===== src/rtl/irq_ctl_pkg.sv =====
package irq_ctl_pkg;

  localparam logic [3:0] OFS_STATUS = 4'h0;
  localparam logic [3:0] OFS_ENABLE = 4'h2;
  localparam logic [3:0] OFS_CRIT   = 4'h3;
  localparam logic [3:0] OFS_POL    = 4'h4;
  localparam logic [3:0] OFS_TRIG   = 4'h5;
  localparam logic [3:0] OFS_MASKED = 4'h6;

  typedef enum logic [2:0] {
    RD_NONE,
    RD_STATUS,
    RD_ENABLE,
    RD_CRIT,
    RD_POL,
    RD_TRIG,
    RD_MASKED
  } rdSel_e;

  typedef struct packed {
    logic   wrStatus;
    logic   wrEnable;
    logic   wrCrit;
    logic   wrPol;
    logic   wrTrig;
    rdSel_e rdSel;
  } ctlStrobe_t;

endpackage


===== src/rtl/irq_src_sync.sv =====
module irq_src_sync #(
  parameter int WIDTH  = 32,
  parameter int STAGES = 2
) (
  input  logic             clk,
  input  logic             rstN,
  input  logic [WIDTH-1:0] din,
  output logic [WIDTH-1:0] dout
);

  logic [WIDTH-1:0] stageQ [STAGES];

  always_ff @(posedge clk or negedge rstN) begin
    if (!rstN) begin
      for (int i = 0; i < STAGES; i++) stageQ[i] <= '0;
    end else begin
      stageQ[0] <= din;
      for (int i = 1; i < STAGES; i++) stageQ[i] <= stageQ[i-1];
    end
  end

  assign dout = stageQ[STAGES-1];

endmodule


===== src/rtl/irq_ctl_decode.sv =====
module irq_ctl_decode
  import irq_ctl_pkg::*;
#(
  parameter int ADDR_W = 4
) (
  input  logic              clk,
  input  logic              rstN,
  input  logic [ADDR_W-1:0] regAddr,
  input  logic              regWrEn,
  output ctlStrobe_t        ctl
);

  always_comb begin
    ctl       = '0;
    ctl.rdSel = RD_NONE;
    case (regAddr)
      ADDR_W'(OFS_STATUS): begin ctl.wrStatus = regWrEn; ctl.rdSel = RD_STATUS; end
      ADDR_W'(OFS_ENABLE): begin ctl.wrEnable = regWrEn; ctl.rdSel = RD_ENABLE; end
      ADDR_W'(OFS_CRIT):   begin ctl.wrCrit   = regWrEn; ctl.rdSel = RD_CRIT;   end
      ADDR_W'(OFS_POL):    begin ctl.wrPol    = regWrEn; ctl.rdSel = RD_POL;    end
      ADDR_W'(OFS_TRIG):   begin ctl.wrTrig   = regWrEn; ctl.rdSel = RD_TRIG;   end
      ADDR_W'(OFS_MASKED): begin ctl.rdSel = RD_MASKED; end
      default: ;
    endcase
  end

  AST_ONE_WRITE_STROBE: assert property (@(posedge clk) disable iff (!rstN)
    $onehot0({ctl.wrStatus, ctl.wrEnable, ctl.wrCrit, ctl.wrPol, ctl.wrTrig}));

  AST_NO_STROBE_IDLE: assert property (@(posedge clk) disable iff (!rstN)
    !regWrEn |-> !(ctl.wrStatus || ctl.wrEnable || ctl.wrCrit || ctl.wrPol || ctl.wrTrig));

endmodule


===== src/rtl/irq_ctl_datapath.sv =====
module irq_ctl_datapath
  import irq_ctl_pkg::*;
#(
  parameter int NUM_SRC     = 32,
  parameter int SYNC_STAGES = 2
) (
  input  logic               clk,
  input  logic               rstN,
  input  logic [NUM_SRC-1:0] srcIn,
  input  ctlStrobe_t         ctl,
  input  logic [NUM_SRC-1:0] wrData,
  output logic [NUM_SRC-1:0] rdData,
  output logic               irqNormal,
  output logic               irqCrit
);

  localparam int MSB = NUM_SRC - 1;

  logic [NUM_SRC-1:0] reqBits;
  logic [NUM_SRC-1:0] syncReq;
  logic [NUM_SRC-1:0] prevQ;
  logic [NUM_SRC-1:0] statusQ, enableQ, critQ, polQ, trigQ;
  logic [NUM_SRC-1:0] actNow, actPrev, evt, clrMask, maskedVal;

  // source n lands on register bit MSB-n
  for (genvar n = 0; n < NUM_SRC; n++) begin : g_bitmap
    assign reqBits[MSB-n] = srcIn[n];
  end

  irq_src_sync #(.WIDTH(NUM_SRC), .STAGES(SYNC_STAGES)) sync_i (
    .clk  (clk),
    .rstN (rstN),
    .din  (reqBits),
    .dout (syncReq)
  );

  assign actNow    = ~(syncReq ^ polQ);
  assign actPrev   = ~(prevQ ^ polQ);
  assign evt       = (trigQ & actNow & ~actPrev) | (~trigQ & actNow);
  assign clrMask   = ctl.wrStatus ? wrData : '0;
  assign maskedVal = statusQ & enableQ;

  always_ff @(posedge clk or negedge rstN) begin
    if (!rstN) begin
      prevQ     <= '0;
      statusQ   <= '0;
      enableQ   <= '0;
      critQ     <= '0;
      polQ      <= '0;
      trigQ     <= '0;
      irqNormal <= 1'b0;
      irqCrit   <= 1'b0;
    end else begin
      prevQ   <= syncReq;
      statusQ <= (statusQ & ~clrMask) | evt;
      if (ctl.wrEnable) enableQ <= wrData;
      if (ctl.wrCrit)   critQ   <= wrData;
      if (ctl.wrPol)    polQ    <= wrData;
      if (ctl.wrTrig)   trigQ   <= wrData;
      irqNormal <= |(maskedVal & ~critQ);
      irqCrit   <= |(maskedVal & critQ);
    end
  end

  always_comb begin
    case (ctl.rdSel)
      RD_STATUS: rdData = statusQ;
      RD_ENABLE: rdData = enableQ;
      RD_CRIT:   rdData = critQ;
      RD_POL:    rdData = polQ;
      RD_TRIG:   rdData = trigQ;
      RD_MASKED: rdData = maskedVal;
      default:   rdData = '0;
    endcase
  end

  AST_LEVEL_REASSERTS: assert property (@(posedge clk) disable iff (!rstN)
    1'b1 |=> ((statusQ & $past(actNow & ~trigQ)) == $past(actNow & ~trigQ)));

  AST_EDGE_HOLDS: assert property (@(posedge clk) disable iff (!rstN)
    1'b1 |=> ((statusQ & $past(statusQ & trigQ & ~clrMask)) == $past(statusQ & trigQ & ~clrMask)));

  AST_CLEAR_TAKES: assert property (@(posedge clk) disable iff (!rstN)
    1'b1 |=> ((statusQ & $past(clrMask & ~evt)) == '0));

  AST_QUIET_WHEN_DISABLED: assert property (@(posedge clk) disable iff (!rstN)
    (enableQ == '0 && $past(enableQ == '0)) |-> (!irqNormal && !irqCrit));

  AST_COLLISION_SETS: assert property (@(posedge clk) disable iff (!rstN)
    1'b1 |=> ((statusQ & $past(clrMask & evt)) == $past(clrMask & evt)));

endmodule


===== src/rtl/irq_ctl_top.sv =====
module irq_ctl_top
  import irq_ctl_pkg::*;
#(
  parameter int NUM_SRC     = 32,
  parameter int ADDR_W      = 4,
  parameter int SYNC_STAGES = 2
) (
  input  logic               clk,
  input  logic               rstN,
  input  logic [NUM_SRC-1:0] srcIn,
  input  logic [ADDR_W-1:0]  regAddr,
  input  logic               regWrEn,
  input  logic [NUM_SRC-1:0] regWrData,
  output logic [NUM_SRC-1:0] regRdData,
  output logic               irqNormal,
  output logic               irqCrit
);

  ctlStrobe_t ctl;

  irq_ctl_decode #(.ADDR_W(ADDR_W)) decode_i (
    .clk     (clk),
    .rstN    (rstN),
    .regAddr (regAddr),
    .regWrEn (regWrEn),
    .ctl     (ctl)
  );

  irq_ctl_datapath #(.NUM_SRC(NUM_SRC), .SYNC_STAGES(SYNC_STAGES)) datapath_i (
    .clk       (clk),
    .rstN      (rstN),
    .srcIn     (srcIn),
    .ctl       (ctl),
    .wrData    (regWrData),
    .rdData    (regRdData),
    .irqNormal (irqNormal),
    .irqCrit   (irqCrit)
  );

endmodule


===== config.mk =====
export PLATFORM = sky130hd
export DESIGN_NAME = irq_ctl_top
export DESIGN_NICKNAME = d
export VERILOG_FILES = /design/src/rtl/irq_ctl_pkg.sv /design/src/rtl/irq_src_sync.sv /design/src/rtl/irq_ctl_decode.sv /design/src/rtl/irq_ctl_datapath.sv /design/src/rtl/irq_ctl_top.sv
export SDC_FILE = /design/constraint.sdc
export NUM_CORES = 1
export LEC_CHECK = 0
export ABC_AREA = 1
export CORE_ASPECT_RATIO = 2
export CORE_MARGIN = 5
export CORE_UTILIZATION = 65
export CTS_CLUSTER_SIZE = 8
export DETAILED_ROUTE_END_ITERATION = 8
export DONT_BUFFER_PORTS = 1
export PLACE_DENSITY = 0.81
export SETUP_SLACK_MARGIN = 0.5
export SYNTH_ARGS = -nofsm -noshare
export SYNTH_HDL_FRONTEND = slang
export SYNTH_SLANG_ARGS = --single-unit

===== constraint.sdc =====
create_clock -name clk -period 1.94 [get_ports clk]
set_input_delay 0.291 -clock clk [delete_from_list [all_inputs] [get_ports clk]]
set_output_delay 0.291 -clock clk [all_outputs]
set_load 0.01 [all_outputs]

### Word-level counts from Yosys, hierarchy flattened

Index checks and enable logic that the tools add are counted.

| storage, ports and cells | value |
|---|---|
| bits in registers | 258 |
| bits in latches | 0 |
| bits in writable memories | 0 |
| memory bits (read-only) | 0 |
| memories | 0 |

| operators by class | value |
|---|---|
| add/sub/neg operators | 0 |
| multiply operators | 0 |
| divide/modulo/power cells | 0 |
| $lt $le $gt $ge | 0 |
| equality and inequality tests | 11 |
| shift operators | 0 |
| mux-type cells | 8 |
| bitwise operators | 17 |
| reduce and logical (&&, ||, !) cells | 3 |

Operators with widths:

| cell | number |
|---|---|
| AND 32 bit | 7 |
| inverter 32 bit | 6 |
| one-hot mux 32 bit (6 select lines) | 1 |
| OR 32 bit | 2 |
| OR reduction 32 bit | 2 |
| bitwise XOR 32 bit | 2 |
| two-way mux 32 bit | 1 |
| one-hot mux 3 bit (6 select lines) | 1 |
| equality test 4 x 3 -> 1 bit, second input constant | 3 |
| equality test 3 bit, second input constant | 3 |
| equality test 4 x 2 -> 1 bit, second input constant | 2 |
| equality test 3 x 2 -> 1 bit, second input constant | 2 |
| two-way mux 1 bit | 5 |
| zero test 4 bit | 1 |
| equality test 3 x 1 -> 1 bit, second input constant | 1 |

### Longest topological paths before layout

| depth | value |
|---|---|
| depth after elaboration | 6 |
| gate-level depth with buffers | 9 |

### Hierarchy

Synthesis repeated with hierarchy kept, for this count alone.

| unflattened totals | value |
|---|---|
| cells, all modules | 1297 |
| area total of the unflattened synthesis | 11219.5 um^2 |

By module, submodules not included:

| module | instances | cells each | area each (um^2) |
|---|---|---|---|
| irq_ctl_datapath | 1 | 1177 | 9280.2 |
| irq_src_sync | 1 | 96 | 1841.8 |
| irq_ctl_decode | 1 | 24 | 97.6 |

### Least setup slack after synthesis

OpenSTA, ideal clock, no wires.

| timing | value |
|---|---|
| path type | input to output |
| start point | input regAddr[2] |
| end point | output regRdData[16] |
| arrival | 1.163 ns |
| slack | 0.486 ns |
| stages | 9 |
| cell sequence | inv_1 > nand2_1 > nor2_2 > buf_4 > buf_6 > nand2_1 > o21ai_0 > nor2_1 > nand2_1 |

| on the way | value |
|---|---|
| word-level cells in the longest chain between the ends | 4 |
| elaborated cells between the ends (all ways) | 14 |
| classes of those cells | eq/ne (11); mux (2); reduce/logical (1) |

RTL lines:

| element | line | text |
|---|---|---|
| start, declared | irq_ctl_top.sv:11 | `input logic [ADDR_W-1:0] regAddr,` |
| equality test 4 x 3 -> 1 bit, or another cell as far along | irq_ctl_decode.sv:16 | `case (regAddr)` |
| one-hot mux 3 bit (6 select lines) * | irq_ctl_decode.sv:16 |  |
| equality test 3 bit, or another cell as far along | irq_ctl_datapath.sv:66 | `case (ctl.rdSel)` |
| one-hot mux 32 bit (6 select lines) * | irq_ctl_datapath.sv:66 |  |
| end, declared | irq_ctl_top.sv:14 | `output logic [NUM_SRC-1:0] regRdData,` |

Every way passes the cells marked *; elsewhere a longest branch is shown, timed or not.

### Final worst setup path

| timing | value |
|---|---|
| start point | input regAddr[2] |
| end point | output regRdData[30] |

Same word-level chain as after synthesis.

==> impl_metrics.tcl <==
set metrics [dict create \
    outcome "finished with violations" \
    violations "negative hold slack" \
    hold_class "primary input to async pin" \
    pre_cts_slack_ns 0.298 \
    slew_headroom_pct 63.0 \
    postPlaceCellArea_mm2 0.0113 \
    ys_ff_latch 258 \
    io_pins 105 \
    avgRoutedWirePerCell_um 19.4 \
    worst_setup_path_start_kind "primary input" \
    hpwl_um 18000 \
    die_h_um 195 \
    clockBufferDepth 3 \
    dr.pass1.iters 7 \
    syn-num-nets 1378 \
    routed_wl_um 33700 \
    vias_per_cell 6.02 \
    grt_remaining_overflow 0 \
    fin_ws_ns 0.268 \
    grt_pass1_wl_um 50500 \
    fin_crit_ns 1.67 \
    io_buffers 0 \
    yosysWarnings 0 \
    coreArea_mm2 0.0168 \
    vias 10500 \
    h-tree-depth 2 \
    nets 1599 \
    grt_use_total_pct 31.9 \
    cp.arrival_ns 1.38 \
    crit_type "primary input to primary output" \
    finalSetupTns_ns 0 \
    layout-drive-gt1-share_pct 21.2 \
    route.detailed.drc 0 \
    crit_path_max_incr_delay_ns 0.28 \
    synth_area_per_cell_um2 8.49 \
    tightest_slew_ns 0.555 \
    grt_setup_unrepaired "true" \
    setup_violations 0 \
    endpoint_kind "primary output" \
    start_util_pct 66.2 \
    clock_skew_ns 0.0161 \
    grt_max_degree 259 \
    cts_buffers 38 \
    insertion_delay_ns 0.51 \
    fmax_ghz 0.598 \
    path_cells "clkinvlp_4, nor2_4, nand2_4, buf_4, o22ai_1, inv_1, nand2_2" \
    period_share_pct 86.2 \
    final_area_mm2 0.0144 \
    cts_tree "built" \
    ir_drop_mv 0.824 \
    root_buffer "clkbuf_16" \
    worstPathRequired_ns 1.65 \
    grt_pass1_vias 10600 \
    dp.cells 1493 \
    drt_iter0_drc 874 \
    maxCapViolations 0 \
    antenna_found_initial 0 \
    ys_types 21 \
    finalHoldViolCount 258 \
    finalMaxSlewViolations 0 \
    hold_ws_ns -0.510 \
    std_cell_rows 67 \
    diodes 0 \
    synthToLayoutAreaGrowth_pct 30.1 \
    clkSlewWorstSetupHoldPaths_ns 0.05 \
    gp_congestion 0.862 \
    fin_cells 1736 \
    syn_area_mm2 0.0111 \
    power_density_mw_per_mm2 1060 \
    dieArea_mm2 0.0199 \
    p_leak_nw 6.86 \
    ys_seq_area_share_pct 58.2 \
    cts_hold_buf 64 \
    netlist_instances 1307 \
    drtAntennaViolNets 0 \
    crit_slowest_cell "nor2_4" \
    cts.sinks 258 \
    path_max_fanout 8 \
    die_x_um 102 \
]
-- cells in the mapped netlist, drive strengths merged --
master,count,area share [%]
inv,112,3.8
nand4,6,0.34
o22ai,4,0.23
dfrtp,258,58
nor2,92,3.6
nand3b,9,0.61
nand2,401,14
o21ai,249,11
buf,35,1.9
clkbuf,10,0.37
nand3,131,5.9
-- where the power goes --
group	internal, mW	switching, mW
logic	1.34	1.48
registers	6.10	0.601
clock network	3.51	2.20
-- cells in the final DEF, fill, tap and decap left out --
| cell | instances |
|---|---|
| nand2_8 | 2 |
| o22ai_2 | 3 |
| nand2_2 | 31 |
| dlygate4sd3_1 | 64 |
| nand3_1 | 116 |
| inv_2 | 19 |
| inv_6 | 1 |
| nor2_4 | 7 |
| nor2_1 | 65 |
| dfrtp_1 | 257 |
| o21ai_1 | 109 |
| nand3b_1 | 9 |
| nand4_1 | 6 |
| o21ai_2 | 18 |
| dfrtp_2 | 1 |
| inv_1 | 91 |
| clkinv_4 | 1 |
| nor2_8 | 1 |
| buf_8 | 1 |
| nor2_2 | 19 |
| buf_12 | 7 |
| o21ai_4 | 1 |
| clkinvlp_4 | 2 |
| nand3_2 | 15 |
| buf_4 | 141 |
| o21ai_0 | 121 |
| nand2_4 | 4 |
| o22ai_1 | 1 |
| nand2_1 | 366 |
| buf_6 | 11 |
| clkbuf_16 | 39 |
-- flip-flops by register name (all words and copies together) (netlist names) --
| register | flops |
|---|---|
| datapath_i.critQ | 32 |
| datapath_i.enableQ | 32 |
| datapath_i.irqCrit | 1 |
| datapath_i.irqNormal | 1 |
| datapath_i.polQ | 32 |
| datapath_i.prevQ | 32 |
| datapath_i.statusQ | 32 |
| datapath_i.sync_i.dout | 32 |
| datapath_i.sync_i.stageQ | 32 |
| datapath_i.trigQ | 32 |
-- per-layer routing --
layer	up-vias	global-route usage, %	routed length, um
met5	-	0	0
met3	216	6.42	2870
met2	592	54.0	17200
met4	0	20.3	2530
li1	4666	-	-
met1	4980	35.8	11100
-- logic make-up after synthesis --
group	Yosys count	synth area share, %
compound gates	253	11.5
buf+inv	157	6.10
simple gates	639	24.2
flops	258	58.2
-- worst max-delay path: cells and delay by family --
kind	cells	cell delay, ns
AND/OR/NAND/NOR	3	0.50
AO/OA/AOI/OAI	1	0.19
buffers and inverters	3	0.38
-- final cells by class --
cell class                 instances  area, um2
inverter                         112        428
clock inverter                     2       17.5
fill                             832       2330
multi-input combinational        894       4320
tap                              207        259
timing repair buffer             224       1980
sequential                       258       6460
clock buffer                      39        976
-- path summary, 6_finish.rpt --
| kind | startpoint | end | slack [ns] | cells past startpoint |
|---|---|---|---|---|
| worst max-delay path | regAddr[2] | regRdData[30] | 0.27 | 7 |
| worst min-delay path | rstN | datapath_i.prevQ[14] | -0.51 | 0 |
| worst max register to register | datapath_i.statusQ[7] | datapath_i.irqCrit | 0.49 | 9 |
| worst min register to register | datapath_i.sync_i.stageQ[38] | datapath_i.sync_i.dout[6] | 0.34 | 0 |
| max in group asynchronous | rstN | datapath_i.trigQ[21] | 1.98 | 0 |
| min in group clk | regWrData[15] | datapath_i.enableQ[15] | 0.01 | 2 |
-- timing repair --
action,4_1_cts,5_1_grt
pin swaps,89,98
setup endpoints to repair,32,34
gates cloned,0,2
hold endpoints to repair,328,258
resized for setup,82,84
buffers inserted,96,40
-- through the flow --
step	utilization, %	total power, mW
6_report	86.1	15.2
5_1_grt	86.1	15.8
4_1_cts	82.6	14.8
3_5_place_dp	67.7	8.42
3_3_place_gp	67.7	8.31
2_1_floorplan	-	7.89
Note: power is estimated with default switching activity, not from simulation.
